$ cat config.mk
export PLATFORM = sky130hd
export DESIGN_NAME = gpio_bank
export DESIGN_NICKNAME = d
export VERILOG_FILES = /design/src/rtl/gpio_bank_pkg.sv /design/src/rtl/gpio_sync.sv /design/src/rtl/gpio_decode.sv /design/src/rtl/gpio_readback.sv /design/src/rtl/gpio_bank.sv
export SDC_FILE = /design/constraint.sdc
export NUM_CORES = 1
export LEC_CHECK = 0
export BUFFER_PORTS_ARGS = -buffer_cell sky130_fd_sc_hd__buf_4
export CAP_MARGIN = 10
export CORE_MARGIN = 5
export CORE_UTILIZATION = 62
export DETAILED_ROUTE_END_ITERATION = 8
export GPL_TIMING_DRIVEN = 1
export PLACE_DENSITY = 0.9
export SLEW_MARGIN = 20
export SYNTH_ARGS = -nofsm -noshare
export SYNTH_HDL_FRONTEND = slang
export SYNTH_SLANG_ARGS = --single-unit
$ cat constraint.sdc
create_clock -name clk -period 5 [get_ports clk]
set_input_delay 0.5 -clock clk [delete_from_list [all_inputs] [get_ports clk]]
set_output_delay 0.5 -clock clk [all_outputs]
set_load 0.005 [all_outputs]
$ cat src/rtl/gpio_bank_pkg.sv
package gpio_bank_pkg;

    localparam int REG_W   = 16;
    localparam int SYNC_N  = 2;
    localparam logic [1:0] SZ_HALF = 2'd1;
    localparam int STAT_ERR_BIT = 0;

    typedef enum logic [1:0] {
        OP_WRITE  = 2'd0,
        OP_CLEAR  = 2'd1,
        OP_SET    = 2'd2,
        OP_TOGGLE = 2'd3
    } alias_op_e;

    typedef enum logic [3:0] {
        GRP_DATA,
        GRP_MASKA,
        GRP_MASKB,
        GRP_DIR,
        GRP_POLAR,
        GRP_EDGE,
        GRP_BOTH,
        GRP_INEN,
        GRP_STAT,
        GRP_NONE
    } reg_grp_e;

    typedef struct packed {
        logic [REG_W-1:0] data;
        logic [REG_W-1:0] mask_a;
        logic [REG_W-1:0] mask_b;
        logic [REG_W-1:0] dir;
        logic [REG_W-1:0] polar;
        logic [REG_W-1:0] edge_sel;
        logic [REG_W-1:0] both;
        logic [REG_W-1:0] inen;
        logic             err;
    } bank_state_t;

    function automatic logic [REG_W-1:0] apply_alias(
        input alias_op_e        op,
        input logic [REG_W-1:0] cur,
        input logic [REG_W-1:0] val
    );
        logic [REG_W-1:0] res;
        case (op)
            OP_CLEAR:  res = cur & ~val;
            OP_SET:    res = cur | val;
            OP_TOGGLE: res = cur ^ val;
            default:   res = val;
        endcase
        return res;
    endfunction

endpackage

$ cat src/rtl/gpio_sync.sv
module gpio_sync #(
    parameter int WIDTH  = 16,
    parameter int STAGES = 2
) (
    input  logic             clk,
    input  logic             rst_n,
    input  logic [WIDTH-1:0] async_in,
    output logic [WIDTH-1:0] sync_out
);

    logic [STAGES-1:0][WIDTH-1:0] stage_q;

    for (genvar s = 0; s < STAGES; s++) begin : g_stage
        logic [WIDTH-1:0] stage_d;
        if (s == 0) begin : g_first
            always_comb stage_d = async_in;
        end else begin : g_next
            always_comb stage_d = stage_q[s-1];
        end
        always_ff @(posedge clk or negedge rst_n) begin
            if (!rst_n) stage_q[s] <= '0;
            else        stage_q[s] <= stage_d;
        end
    end

    assign sync_out = stage_q[STAGES-1];

endmodule

$ cat src/rtl/gpio_decode.sv
module gpio_decode
    import gpio_bank_pkg::*;
#(
    parameter int ADDR_W = 8
) (
    input  logic [ADDR_W-1:0] addr,
    input  logic [1:0]        size,
    output logic              hit,
    output reg_grp_e          grp,
    output alias_op_e         op
);

    localparam int IDX_W = ADDR_W - 2;

    logic [IDX_W-1:0] idx;
    logic             aligned;
    logic             size_ok;

    assign idx     = addr[ADDR_W-1:2];
    assign aligned = (addr[1:0] == 2'b00);
    assign size_ok = (size == SZ_HALF);

    always_comb begin
        op  = OP_WRITE;
        grp = GRP_NONE;
        case (int'(idx))
            0, 1, 2, 3: begin
                grp = GRP_DATA;
                op  = alias_op_e'(idx[1:0]);
            end
            4, 5, 6, 7: begin
                grp = GRP_MASKA;
                op  = alias_op_e'(idx[1:0]);
            end
            8, 9, 10, 11: begin
                grp = GRP_MASKB;
                op  = alias_op_e'(idx[1:0]);
            end
            12:      grp = GRP_DIR;
            13:      grp = GRP_POLAR;
            14:      grp = GRP_EDGE;
            15:      grp = GRP_BOTH;
            16:      grp = GRP_INEN;
            17:      grp = GRP_STAT;
            default: grp = GRP_NONE;
        endcase
    end

    assign hit = aligned && size_ok && (grp != GRP_NONE);

endmodule

$ cat src/rtl/gpio_readback.sv
module gpio_readback
    import gpio_bank_pkg::*;
(
    input  logic             rd_en,
    input  logic             hit,
    input  reg_grp_e         grp,
    input  bank_state_t      st,
    output logic [REG_W-1:0] rdata
);

    always_comb begin
        rdata = '0;
        if (rd_en && hit) begin
            case (grp)
                GRP_DATA:  rdata = st.data;
                GRP_MASKA: rdata = st.mask_a;
                GRP_MASKB: rdata = st.mask_b;
                GRP_DIR:   rdata = st.dir;
                GRP_POLAR: rdata = st.polar;
                GRP_EDGE:  rdata = st.edge_sel;
                GRP_BOTH:  rdata = st.both;
                GRP_INEN:  rdata = st.inen;
                GRP_STAT:  rdata[STAT_ERR_BIT] = st.err;
                default:   rdata = '0;
            endcase
        end
    end

endmodule

$ cat src/rtl/gpio_bank.sv
module gpio_bank
    import gpio_bank_pkg::*;
#(
    parameter int ADDR_W = 8
) (
    input  logic              clk,
    input  logic              rst_n,
    input  logic [ADDR_W-1:0] bus_addr,
    input  logic [1:0]        bus_size,
    input  logic              bus_wr,
    input  logic              bus_rd,
    input  logic [REG_W-1:0]  bus_wdata,
    output logic [REG_W-1:0]  bus_rdata,
    output logic              bus_err,
    input  logic [REG_W-1:0]  pin_in,
    output logic [REG_W-1:0]  pin_out,
    output logic [REG_W-1:0]  pin_oe,
    output logic [REG_W-1:0]  mask_a,
    output logic [REG_W-1:0]  mask_b,
    output logic [REG_W-1:0]  cfg_polar,
    output logic [REG_W-1:0]  cfg_edge,
    output logic [REG_W-1:0]  cfg_both
);

    bank_state_t      s_d, s_q;
    logic             dec_hit;
    reg_grp_e         dec_grp;
    alias_op_e        dec_op;
    logic [REG_W-1:0] pin_sync;
    logic [REG_W-1:0] samp_en;
    logic             err_clr;

    gpio_sync #(
        .WIDTH  (REG_W),
        .STAGES (SYNC_N)
    ) u_sync (
        .clk      (clk),
        .rst_n    (rst_n),
        .async_in (pin_in),
        .sync_out (pin_sync)
    );

    gpio_decode #(
        .ADDR_W (ADDR_W)
    ) u_dec (
        .addr (bus_addr),
        .size (bus_size),
        .hit  (dec_hit),
        .grp  (dec_grp),
        .op   (dec_op)
    );

    gpio_readback u_rb (
        .rd_en (bus_rd),
        .hit   (dec_hit),
        .grp   (dec_grp),
        .st    (s_q),
        .rdata (bus_rdata)
    );

    assign samp_en = ~s_q.dir & s_q.inen;
    assign err_clr = bus_wr && dec_hit && (dec_grp == GRP_STAT)
                     && bus_wdata[STAT_ERR_BIT];

    always_comb begin
        s_d = s_q;
        if (bus_wr && dec_hit) begin
            case (dec_grp)
                GRP_DATA:  s_d.data     = apply_alias(dec_op, s_q.data, bus_wdata);
                GRP_MASKA: s_d.mask_a   = apply_alias(dec_op, s_q.mask_a, bus_wdata);
                GRP_MASKB: s_d.mask_b   = apply_alias(dec_op, s_q.mask_b, bus_wdata);
                GRP_DIR:   s_d.dir      = bus_wdata;
                GRP_POLAR: s_d.polar    = bus_wdata;
                GRP_EDGE:  s_d.edge_sel = bus_wdata;
                GRP_BOTH:  s_d.both     = bus_wdata;
                GRP_INEN:  s_d.inen     = bus_wdata;
                default:   ;
            endcase
        end
        if (err_clr) begin
            s_d.err = 1'b0;
        end
        s_d.data = (s_d.data & ~samp_en) | (pin_sync & samp_en);
        if ((bus_wr || bus_rd) && !dec_hit) begin
            s_d.err = 1'b1;
        end
    end

    always_ff @(posedge clk or negedge rst_n) begin
        if (!rst_n) s_q <= '0;
        else        s_q <= s_d;
    end

    assign pin_out   = s_q.data & s_q.dir;
    assign pin_oe    = s_q.dir;
    assign mask_a    = s_q.mask_a;
    assign mask_b    = s_q.mask_b;
    assign cfg_polar = s_q.polar;
    assign cfg_edge  = s_q.edge_sel;
    assign cfg_both  = s_q.both;
    assign bus_err   = s_q.err;

    AST_BAD_ACCESS_FLAGS: assert property (@(posedge clk) disable iff (!rst_n)
        ((bus_wr || bus_rd) && !dec_hit) |=> bus_err);

    AST_BAD_WRITE_INERT: assert property (@(posedge clk) disable iff (!rst_n)
        (bus_wr && !dec_hit) |=> ($stable(pin_oe) && $stable(mask_a) && $stable(mask_b)
                                  && $stable(cfg_polar) && $stable(cfg_edge) && $stable(cfg_both)));

    AST_ERR_STICKY: assert property (@(posedge clk) disable iff (!rst_n)
        (bus_err && !err_clr) |=> bus_err);

    AST_DIR_DRIVES_OE: assert property (@(posedge clk) disable iff (!rst_n)
        (bus_wr && dec_hit && dec_grp == GRP_DIR) |=> (pin_oe == $past(bus_wdata)));

    AST_SAMPLED_TRACK: assert property (@(posedge clk) disable iff (!rst_n)
        1'b1 |=> (((s_q.data ^ $past(pin_sync)) & $past(samp_en)) == '0));

    AST_UNSAMPLED_HOLD: assert property (@(posedge clk) disable iff (!rst_n)
        !bus_wr |=> (((s_q.data ^ $past(s_q.data)) & ~$past(samp_en)) == '0));

endmodule

After elaboration in Yosys (flattened, before gate mapping):

Cells that the tools add are included.

* register bits: 161
* bits in latches: 0
* bits in writable memories: 0
* bits in read-only memories: 0
* input port bits: 46
* memories kept: 0

* $add $sub $neg: 0
* multiply operators: 0
* div/mod/pow operators: 0
* order comparisons: 0
* equality and inequality tests: 30
* shift-type cells: 0
* muxes and demuxes: 19
* bitwise gates (word level): 17
* reductions and logical operators: 24

Operator list (number)
* 16-bit two-way mux: 9
* 16-bit one-hot mux with 3 select lines: 3
* 128-bit two-way mux: 1
* 15-bit one-hot mux with 8 select lines: 1
* 16-bit bitwise AND: 7
* 16-bit bitwise OR: 4
* 6-bit by 4-bit equality test with 1-bit output (second input constant): 8
* 16-bit NOT: 3
* 16-bit XOR: 3
* 4-bit one-hot mux with 9 select lines: 1
* 6-bit by 3-bit equality test with 1-bit output (second input constant): 4
* 4-bit by 3-bit equality test with 1-bit output (second input constant): 4
* 2-bit AND reduction: 7
* 6-bit by 2-bit equality test with 1-bit output (second input constant): 2
* 6-bit by 5-bit equality test with 1-bit output (second input constant): 2
* 12-bit OR reduction: 1
* 4-bit OR reduction: 3
* 1-bit one-hot mux with 9 select lines: 1
* 4-bit by 2-bit equality test with 1-bit output (second input constant): 2
* 1-bit logical AND: 7
* 6-bit by 1-bit equality test with 1-bit output (second input constant): 1
* 6-bit zero test: 1
* 2-bit by 1-bit equality test with 1-bit output (second input constant): 2
* 2-bit equality test (second input constant): 2
* other kinds (10): 11

Logic depth before layout (Yosys ltp):

* word-level depth: 10
* mapped depth: 7
* depth with buffers taken out: 6

Modules after synthesis:

A second synthesis with hierarchy kept.

* cells, all modules: 1056
* area total of the unflattened synthesis: 11050.6 µm²

By module, submodules not included
* gpio_bank: instances 1, cells an instance 830, area each 8669.6 µm², seq. area each 3228.1 µm²
* gpio_readback: instances 1, cells an instance 171, area each 1437.6 µm², seq. area each 0.0 µm²
* gpio_sync: instances 1, cells an instance 32, area each 800.8 µm², seq. area each 800.8 µm²
* gpio_decode: instances 1, cells an instance 23, area each 142.6 µm², seq. area each 0.0 µm²

Worst setup path before layout:

No wires, ideal clock.

* kind: input to output
* from: input bus_addr[4]
* to: output bus_rdata[10]
* arrival: 1.965 ns
* required time: 4.500 ns
* setup slack: 2.535 ns
* stages: 6
* path buffers: 2
* cell sequence: buf_4 > or4b_4 > nor3b_1 > nand3b_1 > buf_2 > a21oi_1

* longest elaborated chain between the ends: 7
* elaborated cells between the ends (all ways): 35
* classes of those cells: eq/ne: 25; mux: 3; reduce/logical: 7

Ends and longest elaborated chain
* start, declared: RTL line gpio_bank.sv:8 `input logic [ADDR_W-1:0] bus_addr,`
* 6-bit by 4-bit equality test with 1-bit output, or another cell as far along: RTL line gpio_decode.sv:26 `case (int'(idx))`
* 4-bit OR reduction, on equally long branches
* 4-bit one-hot mux with 9 select lines (*): RTL line gpio_decode.sv:26
* branches (longest 3 deep; another with 15-bit one-hot mux with 8 select lines)
* 16-bit two-way mux (*): RTL line gpio_readback.sv:13 `if (rd_en && hit) begin`
* end, declared: RTL line gpio_bank.sv:13 `output logic [REG_W-1:0] bus_rdata,`

Mark *: on every way between the ends.

Final worst setup path:

* from: input bus_addr[2]
* to: output bus_rdata[10]

The elaborated chain is that of the path after synthesis.

==> impl.org <==
** Setup path
- The worst register-to-register path ends at mask_b[10]$_DFFE_PN0P_.
- CP endpoint kind :: output pin
- Data arrival time of the worst path :: between 3 and 4 ns
- Biggest fanout along the worst timing path :: 42
- STA classifies the critical path startpoint as an input pin.
- Number of buffers and inverters on the critical path :: 3
- By startpoint and endpoint, the worst setup path is classified as in2out.
- The startpoint identified for the worst register-to-register timing path is mask_b[10]$_DFFE_PN0P_.
- The critical path goes through buf_4, nor2b_2, buf_4, and4_1, a222oi_1, a21oi_1, buf_4.
- CP top delay family :: simple AND/OR/NAND/NOR gates
- Worst R2R Setup Slack :: approximately 3.3 ns
- On the worst path, the slowest cell contributes a delay of ~0.79 ns.
- On the critical path, the stage with the largest delay is an instance of sky130_fd_sc_hd__and4_1.
- At the worst endpoint, the required time is 4.50 ns.
- The cell that appears most often on the critical path is sky130_fd_sc_hd__buf_4.
- Counting cells, the worst reg-to-reg path comes to 6.

** Logic synthesis
- Count of mapped cells out of synthesis :: roughly 1000
- For this run, the number of Yosys warnings is 0.
- The mapped netlist covers around 10000 um^2.
- Async set-or-reset flop fraction in the synthesized netlist :: 100%
- Summing the sequential cell areas from Yosys gives between 30% and 40% of the chip area.
- In the post-synthesis netlist, the biggest area contributors are sky130_fd_sc_hd__dfrtp_1 (38%), sky130_fd_sc_hd__ha_1 (11%), sky130_fd_sc_hd__mux2_2 (11%).
- In this run the mean area of a mapped cell was between 10 and 15 um^2.
- Post-synth top area share :: roughly two fifths
- Register bit total from synthesis :: around 160
- Cell accounting for the most synthesized area :: sky130_fd_sc_hd__dfrtp_1
- Post-synth EDFFs :: 0
- Synth Net Count :: approximately 1100
- Number of distinct library cell variants in the gate-level netlist after synthesis :: 50
- Among all flip-flop cells after synthesis, the most frequent one is sky130_fd_sc_hd__dfrtp_1.

** Placement
- The congestion estimate from routability-driven global placement came to between 0.9 and 1.
- Before CTS, the worst setup slack after placement is ~1.6 ns.
- Detailed placement finished with a half-perimeter wire length of 21.1 mm.
- During placement, the flow inserted port buffers numbering between 150 and 200.

** Die
- The initial utilization of the core area, before any placement, comes to 63.3%.
- Die Y :: between 100 and 150 um
- Horizontal die dimension :: 140 um
- The floorplan has 47 rows.
- I/O Pins :: around 180
- The die covers between 15000 and 20000 um^2.
- The core region is around 17000 um^2.

** Power
- Power density relative to cell area :: 269 nW/um^2
- VDD sags by at most between 0.2 and 0.3 mV.
- LEAKAGE :: a little under 6 nW
- Power after layout :: ~0.0032 W

** STA
- Hold Violations, Final :: 0
- Minimum period implied by the final worst setup slack :: about 3.6 ns
- Unrepaired setup endpoints after global routing :: no
- Final setup violating endpoints :: 0
- The max-slew violation count was 0.
- Hold Slack :: roughly 0.11 ns
- PnR worst setup slack :: 1.44 ns
- At the pin with the least slew margin, the transition time is 1.09 ns.
- Ratio of final minimum period to clock period :: 71.2%
- F_max :: 0.281 GHz
- Adding up every negative setup slack in the final design gives 0 ns.
- Worst Clk Skew :: approximately 0.0075 ns
- Measured against its own limit, the worst slew margin works out to a little over a quarter.

** Global routing
- Global routing consumed, over all layers together, around a third of the routing resources.
- The number of antenna violations at the first check in global routing was 0.
- Total congestion overflow after global routing :: 0
- Global-route wire length before repair :: roughly 49 mm
- Pin count of the biggest net entering global routing :: 88
- Vias in the first global route :: about 8600

** Clock network
- The longest clock path from root to sink contains 2 buffers.
- Count of hold-fix buffers inserted at cts :: 0
- H-Tree Depth :: 4
- Cts bufs inserted :: 17
- Clock latency on the worst-skew pair :: 0.44 ns
- Buffers inserted during post-CTS setup optimization :: 0
- TritonCTS built the clock tree.
- Root Buffer Master :: sky130_fd_sc_hd__clkbuf_16
- # clock sinks :: ~160
- Clock slew at the register clock pins of the worst setup and hold paths :: 0.06 ns
- CTS-repair resized insts :: 0

** Route
- Met2 layer wire length in the routed design :: approximately 14 mm
- Drt total wl :: approximately 32 mm
- Detailed routing placed a total of 3.68 mm of wire on met3.
- In this run the top signal layer used is met4.
- # DRC :: 0
- Routed wirelength normalized by instance count :: about 25 um
- Overall via count from detail_route :: just under 9000
- Dividing the detail-routed via count by the number of cells gives around 7.
- The detailed router put a total of about 12 mm of wire on met1.
- First drt pass iteration count :: 7
- First-iteration detailed-routing DRC count :: around 1500
- The count of nets left with antenna violations once routing finished came out at 0.

** Worst hold path
- In this run the worst hold path is classified as in2async.

** Cells and area
- Layout cell share with drive strength beyond 1 :: around a third
- The final layout contains ~1200 nets.
- For this run, the share of the core covered by cells in the final layout is between 70% and 80%.
- Leaving out fill and tap cells, the most frequent cell in the layout is sky130_fd_sc_hd__buf_4.
- Number of antenna diodes :: 0
- Relative to the synthesized area, the layout overhead comes to 12.7%.
- Top library cells by usage in the layout, fill and taps aside :: sky130_fd_sc_hd__buf_4 (187), sky130_fd_sc_hd__dfrtp_1 (161), sky130_fd_sc_hd__mux2_2 (106), sky130_fd_sc_hd__ha_1 (96), sky130_fd_sc_hd__inv_1 (64)

** Run
- Max-cap viol count :: 0

** Run status
- The flow ran to the end, and the final reports show no timing, DRC or antenna violations.
worst max path at each step:
stage / end / cells past startpoint / slack, ns / startpoint
4_1_cts: bus_rdata[10] / 7 / 1.50 / bus_addr[3]
6_report: bus_rdata[10] / 7 / 1.44 / bus_addr[2]
2_1_floorplan: bus_rdata[10] / 6 / 2.54 / bus_addr[4]
3_5_place_dp: cfg_both[9]$_DFFE_PN0P_ / 5 / 1.56 / bus_addr[3]
5_1_grt: bus_rdata[11] / 7 / 1.41 / bus_addr[2]
3_3_place_gp: bus_rdata[8] / 7 / 1.67 / bus_addr[3]
kinds of logic after synthesis:
kind of cell             count (synthesis)  share of synthesized area [%]
multiplexers                           122                           12.9
adder cells (fa/ha/maj)                 96                           11.4
AO/OA/AOI/OAI                          172                           12.3
flip-flops                             161                           38.4
AND/OR/NAND/NOR                        218                           13.2
buffers and inverters                  222                           11.8
flip-flops by register name (all words and copies together), names as in the netlist, named ones only:
register / count
cfg_both: 16
cfg_edge: 16
cfg_polar: 16
mask_a: 16
mask_b: 16
pin_oe: 16
s_q: 16
u_sync.g_stage.stage_d: 16
u_sync.sync_out: 16
bus_err: 1
where the power goes:
part           switching, W  internal (W)  total [W]
sequential        0.0000618       0.00135    0.00141
combinational      0.000249      0.000165   0.000414
clock              0.000567      0.000785    0.00135
total              0.000878       0.00230    0.00318
synthesized netlist by cell type, types with 2 or more instances:
master,n
sky130_fd_sc_hd__o211a_1,2
sky130_fd_sc_hd__nor2b_1,19
sky130_fd_sc_hd__nand2_1,11
sky130_fd_sc_hd__a22o_1,15
sky130_fd_sc_hd__buf_6,3
sky130_fd_sc_hd__o211ai_1,2
sky130_fd_sc_hd__mux2i_1,16
sky130_fd_sc_hd__o21ai_0,34
sky130_fd_sc_hd__o22ai_1,2
sky130_fd_sc_hd__a222oi_1,31
sky130_fd_sc_hd__and2_1,16
sky130_fd_sc_hd__buf_2,7
sky130_fd_sc_hd__o21a_1,5
sky130_fd_sc_hd__nand4_1,32
sky130_fd_sc_hd__buf_4,100
sky130_fd_sc_hd__and4_1,2
sky130_fd_sc_hd__or3_1,20
sky130_fd_sc_hd__nor3_2,2
sky130_fd_sc_hd__o2111ai_1,7
sky130_fd_sc_hd__o2bb2ai_1,16
sky130_fd_sc_hd__a2bb2oi_1,11
sky130_fd_sc_hd__nor2_1,5
sky130_fd_sc_hd__nor4_4,2
sky130_fd_sc_hd__nand4_2,2
sky130_fd_sc_hd__a31oi_1,3
sky130_fd_sc_hd__mux2_2,106
sky130_fd_sc_hd__a22oi_1,2
sky130_fd_sc_hd__clkbuf_1,47
sky130_fd_sc_hd__nand2b_1,19
sky130_fd_sc_hd__nor3b_1,9
sky130_fd_sc_hd__a21oi_1,30
sky130_fd_sc_hd__nand3_1,60
sky130_fd_sc_hd__nor2_2,3
sky130_fd_sc_hd__a32oi_1,8
sky130_fd_sc_hd__and3b_1,9
sky130_fd_sc_hd__inv_1,64
sky130_fd_sc_hd__ha_1,96
sky130_fd_sc_hd__dfrtp_1,161
worst reg2reg max path, cell delays in order, from the launching register on:
cell                       delay [ns]
sky130_fd_sc_hd__dfrtp_1         0.46
sky130_fd_sc_hd__inv_1           0.08
sky130_fd_sc_hd__ha_1            0.27
sky130_fd_sc_hd__nand2b_1        0.14
sky130_fd_sc_hd__a32oi_1         0.22
sky130_fd_sc_hd__o21ai_0         0.11
sky130_fd_sc_hd__mux2_2          0.29
layer usage:
layer | vias up | GRT usage (%)
met5 | - | 0
met4 | 0 | 13.5
met3 | 101 | 7.50
met2 | 688 | 47.5
met1 | 4283 | 44.5
li1 | 3610 | -
through the flow:
step | instance area (um^2) | instances
after floorplan | 10500 | 991
after CTS | 11800 | 1271
final | 11800 | 1273
after detailed placement | 11200 | 1241
after global routing | 11800 | 1273
after global placement | 11200 | 1241
layout make-up:
class / count / area [um^2]
Clock buffer: 18 / 429
Clock inverter: 12 / 159
Fill cell: 1150 / 4760
Inverter: 64 / 240
Multi-Input combinational cell: 608 / 5260
Sequential cell: 161 / 4030
Tap cell: 220 / 275
Timing Repair Buffer: 190 / 1440
(Power assumes the default switching activity.)
